==> config.mk <==
export PLATFORM = sky130hd
export DESIGN_NAME = gpio_evt_ctrl
export DESIGN_NICKNAME = d
export VERILOG_FILES = /design/src/rtl/gpio_evt_pkg.sv /design/src/rtl/gpio_evt_sync.sv /design/src/rtl/gpio_evt_latch.sv /design/src/rtl/gpio_evt_regs.sv /design/src/rtl/gpio_evt_ctrl.sv
export SDC_FILE = /design/constraint.sdc
export NUM_CORES = 1
export LEC_CHECK = 0
export ABC_AREA = 1
export CELL_PAD_IN_SITES_DETAIL_PLACEMENT = 2
export CELL_PAD_IN_SITES_GLOBAL_PLACEMENT = 2
export CORE_MARGIN = 2
export CORE_UTILIZATION = 36
export CTS_CLUSTER_SIZE = 24
export DETAILED_ROUTE_END_ITERATION = 8
export PLACE_DENSITY = 0.95
export SYNTH_ARGS = -nofsm -noshare
export SYNTH_HDL_FRONTEND = slang
export SYNTH_SLANG_ARGS = --single-unit
==> constraint.sdc <==
create_clock -name clk_i -period 2.95 [get_ports clk_i]
set_input_delay 0.295 -clock clk_i [delete_from_list [all_inputs] [get_ports clk_i]]
set_output_delay 0.295 -clock clk_i [all_outputs]
set_load 0.03 [all_outputs]
==> src/rtl/gpio_evt_pkg.sv <==
package gpio_evt_pkg;
  localparam int unsigned OFS_DIR = 32'h00;
  localparam int unsigned OFS_ODR = 32'h04;
  localparam int unsigned OFS_DAT = 32'h08;
  localparam int unsigned OFS_EVT = 32'h0C;
  localparam int unsigned OFS_MSK = 32'h10;
  localparam int unsigned OFS_CTL = 32'h14;

  typedef enum logic [2:0] {
    SEL_NONE,
    SEL_DIR,
    SEL_ODR,
    SEL_DAT,
    SEL_EVT,
    SEL_MSK,
    SEL_CTL
  } reg_sel_e;
endpackage

==> src/rtl/gpio_evt_sync.sv <==
module gpio_evt_sync #(
  parameter int unsigned DW = 32
) (
  input  logic          clk_i,
  input  logic          rst_ni,
  input  logic [DW-1:0] raw_i,
  output logic [DW-1:0] lvl_o,
  output logic [DW-1:0] prev_o
);
  logic [DW-1:0] meta_q, lvl_q, prev_q;

  always_ff @(posedge clk_i or negedge rst_ni) begin
    if (!rst_ni) begin
      meta_q <= '0;
      lvl_q  <= '0;
      prev_q <= '0;
    end else begin
      meta_q <= raw_i;
      lvl_q  <= meta_q;
      prev_q <= lvl_q;
    end
  end

  assign lvl_o  = lvl_q;
  assign prev_o = prev_q;
endmodule

==> src/rtl/gpio_evt_latch.sv <==
module gpio_evt_latch #(
  parameter int unsigned DW = 32
) (
  input  logic          clk_i,
  input  logic          rst_ni,
  input  logic [DW-1:0] lvl_i,
  input  logic [DW-1:0] prev_i,
  input  logic [DW-1:0] dir_i,
  input  logic [DW-1:0] ctl_i,
  input  logic [DW-1:0] clr_i,
  output logic [DW-1:0] ev_o
);
  logic [DW-1:0] ev_q, set_w;

  for (genvar b = 0; b < DW; b++) begin : g_bit
    logic chg, fall;
    assign chg  = lvl_i[b] ^ prev_i[b];
    assign fall = prev_i[b] & ~lvl_i[b];
    // ctl 0: any change, ctl 1: falling only; outputs never raise events
    assign set_w[b] = ~dir_i[b] & (ctl_i[b] ? fall : chg);
  end

  always_ff @(posedge clk_i or negedge rst_ni) begin
    if (!rst_ni) ev_q <= '0;
    else         ev_q <= (ev_q & ~clr_i) | set_w;
  end

  assign ev_o = ev_q;

  AST_EVT_W1C: assert property (@(posedge clk_i) disable iff (!rst_ni)
    1'b1 |=> ((ev_q & $past(clr_i & ~set_w)) == '0));
  AST_EVT_STICKY: assert property (@(posedge clk_i) disable iff (!rst_ni)
    1'b1 |=> ((~ev_q & $past(ev_q) & ~$past(clr_i)) == '0));
  AST_EVT_SET_WINS: assert property (@(posedge clk_i) disable iff (!rst_ni)
    1'b1 |=> ((ev_q & $past(set_w)) == $past(set_w)));
  AST_EVT_INPUT_ONLY: assert property (@(posedge clk_i) disable iff (!rst_ni)
    1'b1 |=> ((ev_q & ~$past(ev_q) & $past(dir_i)) == '0));
  AST_EVT_FALL_ONLY: assert property (@(posedge clk_i) disable iff (!rst_ni)
    1'b1 |=> ((ev_q & ~$past(ev_q) & $past(ctl_i) & ~($past(prev_i) & ~$past(lvl_i))) == '0));
endmodule

==> src/rtl/gpio_evt_regs.sv <==
module gpio_evt_regs
  import gpio_evt_pkg::*;
#(
  parameter int unsigned DW = 32,
  parameter int unsigned AW = 32
) (
  input  logic          clk_i,
  input  logic          rst_ni,
  input  logic          req_valid_i,
  input  logic          req_write_i,
  input  logic          req_full_i,
  input  logic [AW-1:0] req_addr_i,
  input  logic [DW-1:0] req_wdata_i,
  input  logic [DW-1:0] lvl_i,
  input  logic [DW-1:0] ev_i,
  output logic [DW-1:0] dir_o,
  output logic [DW-1:0] od_o,
  output logic [DW-1:0] msk_o,
  output logic [DW-1:0] ctl_o,
  output logic [DW-1:0] out_o,
  output logic [DW-1:0] clr_o,
  output logic [DW-1:0] rdata_o
);
  logic [DW-1:0] dir_q, od_q, dat_q, msk_q, ctl_q, out_q, rdata_q;
  logic [DW-1:0] dat_w, rd_mux;
  logic          wr_ok, rd_ok;
  reg_sel_e      sel;

  assign wr_ok = req_valid_i & req_write_i & req_full_i;
  assign rd_ok = req_valid_i & ~req_write_i & req_full_i;

  always_comb begin
    sel = SEL_NONE;
    if      (req_addr_i == AW'(OFS_DIR)) sel = SEL_DIR;
    else if (req_addr_i == AW'(OFS_ODR)) sel = SEL_ODR;
    else if (req_addr_i == AW'(OFS_DAT)) sel = SEL_DAT;
    else if (req_addr_i == AW'(OFS_EVT)) sel = SEL_EVT;
    else if (req_addr_i == AW'(OFS_MSK)) sel = SEL_MSK;
    else if (req_addr_i == AW'(OFS_CTL)) sel = SEL_CTL;
  end

  always_comb begin
    unique case (sel)
      SEL_DIR: rd_mux = dir_q;
      SEL_ODR: rd_mux = od_q;
      SEL_DAT: rd_mux = dat_q;
      SEL_EVT: rd_mux = ev_i;
      SEL_MSK: rd_mux = msk_q;
      SEL_CTL: rd_mux = ctl_q;
      default: rd_mux = '0;
    endcase
  end

  assign dat_w = (wr_ok && sel == SEL_DAT) ? req_wdata_i : dat_q;
  assign clr_o = (wr_ok && sel == SEL_EVT) ? req_wdata_i : '0;

  always_ff @(posedge clk_i or negedge rst_ni) begin
    if (!rst_ni) begin
      dir_q   <= '0;
      od_q    <= '0;
      dat_q   <= '0;
      msk_q   <= '0;
      ctl_q   <= '0;
      out_q   <= '0;
      rdata_q <= '0;
    end else begin
      if (wr_ok && sel == SEL_DIR) dir_q <= req_wdata_i;
      if (wr_ok && sel == SEL_ODR) od_q  <= req_wdata_i;
      if (wr_ok && sel == SEL_MSK) msk_q <= req_wdata_i;
      if (wr_ok && sel == SEL_CTL) ctl_q <= req_wdata_i;
      // input bits always track the sampled level
      dat_q <= (dat_w & dir_q) | (lvl_i & ~dir_q);
      if (wr_ok && sel == SEL_DAT) out_q <= (out_q & ~dir_q) | (req_wdata_i & dir_q);
      rdata_q <= rd_ok ? rd_mux : '0;
    end
  end

  assign dir_o   = dir_q;
  assign od_o    = od_q;
  assign msk_o   = msk_q;
  assign ctl_o   = ctl_q;
  assign out_o   = out_q;
  assign rdata_o = rdata_q;

  AST_OUT_INPUT_HOLD: assert property (@(posedge clk_i) disable iff (!rst_ni)
    1'b1 |=> (((out_q ^ $past(out_q)) & ~$past(dir_q)) == '0));
  AST_PARTIAL_NO_WRITE: assert property (@(posedge clk_i) disable iff (!rst_ni)
    (req_valid_i && !req_full_i) |=> ($stable(dir_q) && $stable(od_q) && $stable(msk_q) && $stable(ctl_q) && $stable(out_q)));
  AST_PARTIAL_RD_ZERO: assert property (@(posedge clk_i) disable iff (!rst_ni)
    (req_valid_i && !req_full_i) |=> (rdata_q == '0));
  AST_IDLE_RD_ZERO: assert property (@(posedge clk_i) disable iff (!rst_ni)
    (!req_valid_i || req_write_i) |=> (rdata_q == '0));
endmodule

==> src/rtl/gpio_evt_ctrl.sv <==
module gpio_evt_ctrl #(
  parameter int unsigned DW = 32,
  parameter int unsigned AW = 32
) (
  input  logic          clk_i,
  input  logic          rst_ni,
  input  logic          req_valid_i,
  input  logic          req_write_i,
  input  logic          req_full_i,
  input  logic [AW-1:0] req_addr_i,
  input  logic [DW-1:0] req_wdata_i,
  output logic [DW-1:0] rsp_rdata_o,
  input  logic [DW-1:0] pin_in_i,
  output logic [DW-1:0] pin_out_o,
  output logic [DW-1:0] pin_dir_o,
  output logic [DW-1:0] pin_od_o,
  output logic          irq_o
);
  logic [DW-1:0] raw_w, lvl_w, prev_w, ev_w, clr_w;
  logic [DW-1:0] dir_w, od_w, msk_w, ctl_w, out_w;

  // pin n <-> register bit DW-1-n
  for (genvar n = 0; n < DW; n++) begin : g_pin
    assign raw_w[DW-1-n] = pin_in_i[n];
    assign pin_out_o[n]  = out_w[DW-1-n];
    assign pin_dir_o[n]  = dir_w[DW-1-n];
    assign pin_od_o[n]   = od_w[DW-1-n];
  end

  gpio_evt_sync #(.DW(DW)) u_sync (
    .clk_i  (clk_i),
    .rst_ni (rst_ni),
    .raw_i  (raw_w),
    .lvl_o  (lvl_w),
    .prev_o (prev_w)
  );

  gpio_evt_latch #(.DW(DW)) u_evt (
    .clk_i  (clk_i),
    .rst_ni (rst_ni),
    .lvl_i  (lvl_w),
    .prev_i (prev_w),
    .dir_i  (dir_w),
    .ctl_i  (ctl_w),
    .clr_i  (clr_w),
    .ev_o   (ev_w)
  );

  gpio_evt_regs #(.DW(DW), .AW(AW)) u_regs (
    .clk_i       (clk_i),
    .rst_ni      (rst_ni),
    .req_valid_i (req_valid_i),
    .req_write_i (req_write_i),
    .req_full_i  (req_full_i),
    .req_addr_i  (req_addr_i),
    .req_wdata_i (req_wdata_i),
    .lvl_i       (lvl_w),
    .ev_i        (ev_w),
    .dir_o       (dir_w),
    .od_o        (od_w),
    .msk_o       (msk_w),
    .ctl_o       (ctl_w),
    .out_o       (out_w),
    .clr_o       (clr_w),
    .rdata_o     (rsp_rdata_o)
  );

  assign irq_o = |(ev_w & msk_w);

  AST_IRQ_FROM_MASK_WRITE: assert property (@(posedge clk_i) disable iff (!rst_ni)
    (req_valid_i && req_write_i && req_full_i && req_addr_i == AW'(32'h10) && req_wdata_i == '0 && clr_w == '0)
      |=> !irq_o);
endmodule

Word level (Yosys, flattened, before mapping):

Cells that the tools add are included.

* bits in registers: 352
* latch bits: 0
* bits in writable memories: 0
* ROM bits: 0
* output and inout port bits: 129
* word-level logic and storage cells: 248
* memories: 0

* add/sub/neg operators: 0
* $mul: 0
* div/mod/pow operators: 0
* magnitude comparators: 0
* equality and inequality tests: 11
* shift-type cells: 0
* muxes and demuxes: 42
* bitwise logic cells: 176
* reduce and logical (&&, ||, !) cells: 8

Operators by type and width (count)
* 32-bit bitwise AND: 6
* 32-bit case mux with 6 select lines: 1
* 32-bit 2-to-1 mux: 3
* 32-bit bitwise OR: 3
* 1-bit bitwise AND: 68
* 1-bit inverter: 65
* 32-bit by 4-bit == test with 1-bit output (second input constant): 2
* 32-bit by 5-bit == test with 1-bit output (second input constant): 2
* 32-bit inverter: 2
* 32-bit by 3-bit == test with 1-bit output (second input constant): 1
* 32-bit zero test: 1
* 1-bit 2-to-1 mux: 32
* 32-bit OR reduction: 1
* 1-bit XOR: 32
* 3-bit 2-to-1 mux: 6
* 3-bit == test (second input constant): 3
* 3-bit by 2-bit == test with 1-bit output (second input constant): 2
* 1-bit logical AND: 6
* 3-bit by 1-bit == test with 1-bit output (second input constant): 1

Logic depth before layout (Yosys ltp):

* word-level depth: 13
* mapped depth: 15

By module:

A second synthesis with hierarchy kept.

* cell total of the unflattened synthesis: 1871
* area, all modules: 15431.0 µm²

By module, submodules not included
* gpio_evt_regs: instances 1, cells each 1328, area each 10349.9 µm², sequential area each 5605.4 µm²
* gpio_evt_latch: instances 1, cells each 384, area each 2442.3 µm², sequential area each 800.8 µm²
* gpio_evt_sync: instances 1, cells each 96, area each 2402.3 µm², sequential area each 2402.3 µm²
* gpio_evt_ctrl: instances 1, cells each 63, area each 236.5 µm², sequential area each 0.0 µm²

Least setup slack after synthesis:

No wires, ideal clock.

* kind: input-to-reg
* start point: input port req_addr_i[31]
* end point: register u_regs.rdata_q[15] (netlist: u_regs.rdata_o[15])
* setup time: 0.113 ns
* arrival time: 1.478 ns
* data required time: 2.837 ns
* slack: 1.359 ns
* stages: 14
* path buffers: 2
* cells stage by stage: nor2_1 > nand2_1 > nor2_1 > nand2_2 > inv_2 > buf_4 > nand2_4 > nand2_1 > inv_2 > buf_6 > nand4_1 > nand3_1 > nand2_1 > inv_1

* word-level cells in the longest chain between the ends: 10
* elaborated cells on any way between the ends: 20
* classes of those cells: eq/ne (11); mux (8); reduce/logical (1)

RTL lines
* start: declaration: RTL line gpio_evt_ctrl.sv:10 `input logic [AW-1:0] req_addr_i,`
* 32-bit by 5-bit == test with 1-bit output: RTL line gpio_evt_regs.sv:39 `else if (req_addr_i == AW'(OFS_CTL)) sel = SEL_CTL;`
* 3-bit 2-to-1 mux: RTL line gpio_evt_regs.sv:39
* 3-bit 2-to-1 mux: RTL line gpio_evt_regs.sv:38 `else if (req_addr_i == AW'(OFS_MSK)) sel = SEL_MSK;`
* 3-bit 2-to-1 mux: RTL line gpio_evt_regs.sv:37 `else if (req_addr_i == AW'(OFS_EVT)) sel = SEL_EVT;`
* 3-bit 2-to-1 mux: RTL line gpio_evt_regs.sv:36 `else if (req_addr_i == AW'(OFS_DAT)) sel = SEL_DAT;`
* 3-bit 2-to-1 mux: RTL line gpio_evt_regs.sv:35 `else if (req_addr_i == AW'(OFS_ODR)) sel = SEL_ODR;`
* 3-bit 2-to-1 mux *: RTL line gpio_evt_regs.sv:34 `if (req_addr_i == AW'(OFS_DIR)) sel = SEL_DIR;`
* 3-bit == test (tied with other cells): RTL line gpio_evt_regs.sv:43 `unique case (sel)`
* 32-bit case mux with 6 select lines *: RTL line gpio_evt_regs.sv:43
* 32-bit 2-to-1 mux *: RTL line gpio_evt_regs.sv:74 `rdata_q <= rd_ok ? rd_mux : '0;`
* end signal: assignment: RTL line gpio_evt_regs.sv:74
* end: declaration: RTL line gpio_evt_regs.sv:24 `logic [DW-1:0] dir_q, od_q, dat_q, msk_q, ctl_q, out_q, rdata_q;`

Mark *: on every way between the ends. The rest lies on a longest branch, timed or not.
A chain may end at the register's enable or synchronous reset.

Worst setup path after layout:

* start point: register u_evt.ev_q[30] (netlist: u_evt.ev_o[30])
* end point: output port irq_o

* word-level cells in the longest chain between the ends: 2

RTL lines
* start: declaration: RTL line gpio_evt_latch.sv:13 `logic [DW-1:0] ev_q, set_w;`
* start signal: assignment: RTL line gpio_evt_latch.sv:25 `else ev_q <= (ev_q & ~clr_i) | set_w;`
* 32-bit bitwise AND: RTL line gpio_evt_ctrl.sv:68 `assign irq_o = |(ev_w & msk_w);`
* 32-bit OR reduction: RTL line gpio_evt_ctrl.sv:68
* end: declaration: RTL line gpio_evt_ctrl.sv:17 `output logic irq_o`

Every way passes these cells.

==> impl_metrics.ini <==
[status]
status = completed

[yosys]
synth-edff-count = 0
synth_fp_nets = 1735
synth_xor_area_frac = 0
syn_area_um2 = 14700
syn_inst = 1602
synth-compound-area-share = 0.106
synthArstFlopShare = 1.00
synth.mux.area_fraction = 0
yosys.area_share.simple = 0.208
synth-main-ff-cell = dfrtp_1
syn_area_per_cell_um2 = 9.17
yosysSeqAreaShare = 0.600
ys_warn_count = 0
synth-adder-area-share = 0.0273
synth.distinct_cells = 27
ys_seq_elements = 352
synth_top_family_by_area = simple AND/OR/NAND/NOR gates

[timing]
setup_viol = 0
fmax_ghz = 0.371
worstMarginPinSlew_ps = 870
finalSetupTns_ps = 0
min_period_ps = 2700
maxSlewHeadroom = 0.420
period_share = 0.914
worst_slack_ps = 253
maxSlewViolCount = 0
finalClockSkew_ps = 16.2
rsz0062_at_grt = no
finalHoldViolCount = 0

[critical_path]
startpoint_type = flip-flop
cp-end-kind = primary output
slowest_stage = dfrtp_1
crit_top_cell = nand2_1
cp_top_family = compound AO/OA/AOI/OAI gates
crit_arrival_ps = 2400
cp_slowest_stage_delay_ps = 430
worstPathCellList = a22o_1, a221oi_1, nand2_1, nor2_1, nand2_1, dlygate4sd2_1
worstPathRequired_ps = 2650
worstSetupPathType = flip-flop to primary output
cp_num_buf_inv = 1
worst-path-max-fanout = 3

[global_routing]
grt_pass1_wl_mm = 88.7
grt_max_degree = 104
grt-ovfl-total = 0
grt_pass1_vias = 15100
grt_util_all_layers = 0.276
grt_antenna_before_repair = 1

[clock_tree]
clock_tree.buffer_depth = 3
clk_latency_ps = 560
tritoncts = done
cts.sinks = 352
cts_setup_buffers = 0
root_buffer = clkbuf_16
htree_levels = 2
cts_buffers = 41
path_clk_slew_ps = 50

[pwr]
vdd_drop_max_mv = 0.334
p_leak_nw = 8.80
power.density_nw_per_um2 = 540

[place]
routabilityCongestion = 0.803
portBuffers = 229
preCtsSetupSlack_ps = 47.2
hpwl_mm = 36.8

[floorplanning]
die_x_um = 206
ios = 230
fp-row-count = 74
core_area_um2 = 40600
fp.dieH_um = 206
start_util = 0.362
dieArea_um2 = 42400

[drt]
drc_errors = 0
via_count = 12900
vias_per_cell = 5.37
drt_iter0_markers = 657
post_drt_wl_per_cell_um = 23.7
antenna_left = 0
routed_wl_mm = 56.7
firstDrtPassIters = 5

[final_layout]
drive_gt1_frac = 0.0589
fin_util = 0.466
synthToLayoutAreaGrowth_pct = 28.7
num_antenna_cells = 0
final_nets = 1973

[job]
maxCapViolations = 0

[worst_hold_path]
min_path_type = input pin to asynchronous set/reset pin
-- path summary, 6_finish.rpt --
path / start / end / slack, ps / cells after the start
max: u_evt.ev_o[30] / irq_o / 250 / 6
min: rst_ni / asynchronous set/reset pin / 170 / 2
max reg2reg: u_sync.lvl_o[5] / u_evt.ev_o[5] / 1660 / 5
min reg2reg: u_sync.meta_q[20] / u_sync.lvl_o[20] / 350 / 0
max in group asynchronous: rst_ni / u_sync.prev_o[16] / 1940 / 3
min in group clk_i: pin_in_i[10] / u_sync.meta_q[21] / 180 / 1
-- report_power, final --
part | total [mW] | switching (mW) | internal [mW]
clock | 4.78 | 2.02 | 2.76
sequential | 4.97 | 0.0469 | 4.92
combinational | 0.468 | 0.270 | 0.199
total | 10.2 | 2.34 | 7.87
-- stage by stage --
| step | hold WS, ps | cell area [um2] | power (mW) | std cells |
|---|---|---|---|---|
| 2_1_floorplan | -0.591 | 14700 | 5.16 | 1602 |
| 5_1_grt | 176 | 18900 | 10.5 | 2398 |
| 3_5_place_dp | 135 | 17700 | 5.52 | 2328 |
| 4_1_cts | 152 | 18900 | 10.3 | 2398 |
| 3_3_place_gp | 133 | 17700 | 5.48 | 2328 |
| 6_report | 174 | 18900 | 10.2 | 2398 |
-- what timing repair did --
item | 4_1_cts | 5_1_grt
hold buffers | 1 | 0
resized for setup | 2 | 0
hold endpoints to repair | 351 | 0
endpoints found under the setup margin | 1 | 0
-- cell usage in the layout (no fill, tap or decap), types with 3 or more instances in the layout --
| cell | synthesis | routed |
|---|---|---|
| o211ai_1 | 32 | 32 |
| ha_1 | 32 | 32 |
| nand2_1 | 509 | 509 |
| clkdlybuf4s50_1 | 0 | 227 |
| buf_12 | 0 | 10 |
| inv_1 | 134 | 134 |
| o21ai_0 | 134 | 134 |
| nand3_2 | 2 | 3 |
| buf_4 | 11 | 18 |
| nand2_2 | 5 | 5 |
| clkbuf_16 | 0 | 41 |
| clkinv_2 | 0 | 4 |
| o21ai_1 | 70 | 70 |
| a221oi_1 | 6 | 5 |
| nand3_1 | 107 | 106 |
| nand2_4 | 3 | 3 |
| dfrtp_1 | 352 | 352 |
| clkbuf_8 | 0 | 8 |
| clkbuf_1 | 22 | 16 |
| nor2_4 | 3 | 6 |
| a22o_1 | 8 | 8 |
| nor2_1 | 61 | 59 |
| a21oi_1 | 34 | 34 |
| nand4_1 | 33 | 33 |
| inv_2 | 7 | 7 |
-- cell families after synthesis --
kind of cell / after synthesis
AND/OR/NAND/NOR: 728
adder cells (fa/ha/maj): 32
AO/OA/AOI/OAI: 284
buffers and inverters: 206
flip-flops: 352
-- cell type report --
class,instances,area [um2]
fill,4307,21600
sequential,352,8810
multi-input combinational,1044,5030
timing repair buffer,258,2640
clock buffer,65,1200
tap,532,666
inverter,143,539
clock inverter,4,20.0
-- per-layer routing --
layer / track usage / vias to the layer above / routed length, um
met3: 0.0430 / 153 / 2330
li1: - / 5686 / -
met2: 0.509 / 361 / 29900
met1: 0.314 / 6686 / 22100
met5: 0 / - / 0
met4: 0.125 / 0 / 2390
-- cell usage after synthesis (6+ instances only) --
| cell type | instances | share of area |
|---|---|---|
| a21oi_1 | 34 | 0.012 |
| a221oi_1 | 6 | 0.0036 |
| a22o_1 | 8 | 0.0048 |
| buf_2 | 26 | 0.0089 |
| buf_4 | 11 | 0.0056 |
| clkbuf_1 | 22 | 0.0056 |
| dfrtp_1 | 352 | 0.60 |
| ha_1 | 32 | 0.027 |
| inv_1 | 134 | 0.034 |
| inv_2 | 7 | 0.0018 |
| nand2_1 | 509 | 0.13 |
| nand3_1 | 107 | 0.036 |
| nand4_1 | 33 | 0.014 |
| nor2_1 | 61 | 0.016 |
| o211ai_1 | 32 | 0.016 |
| o21ai_0 | 134 | 0.046 |
| o21ai_1 | 70 | 0.024 |
Note: power is estimated with default switching activity, not from simulation.
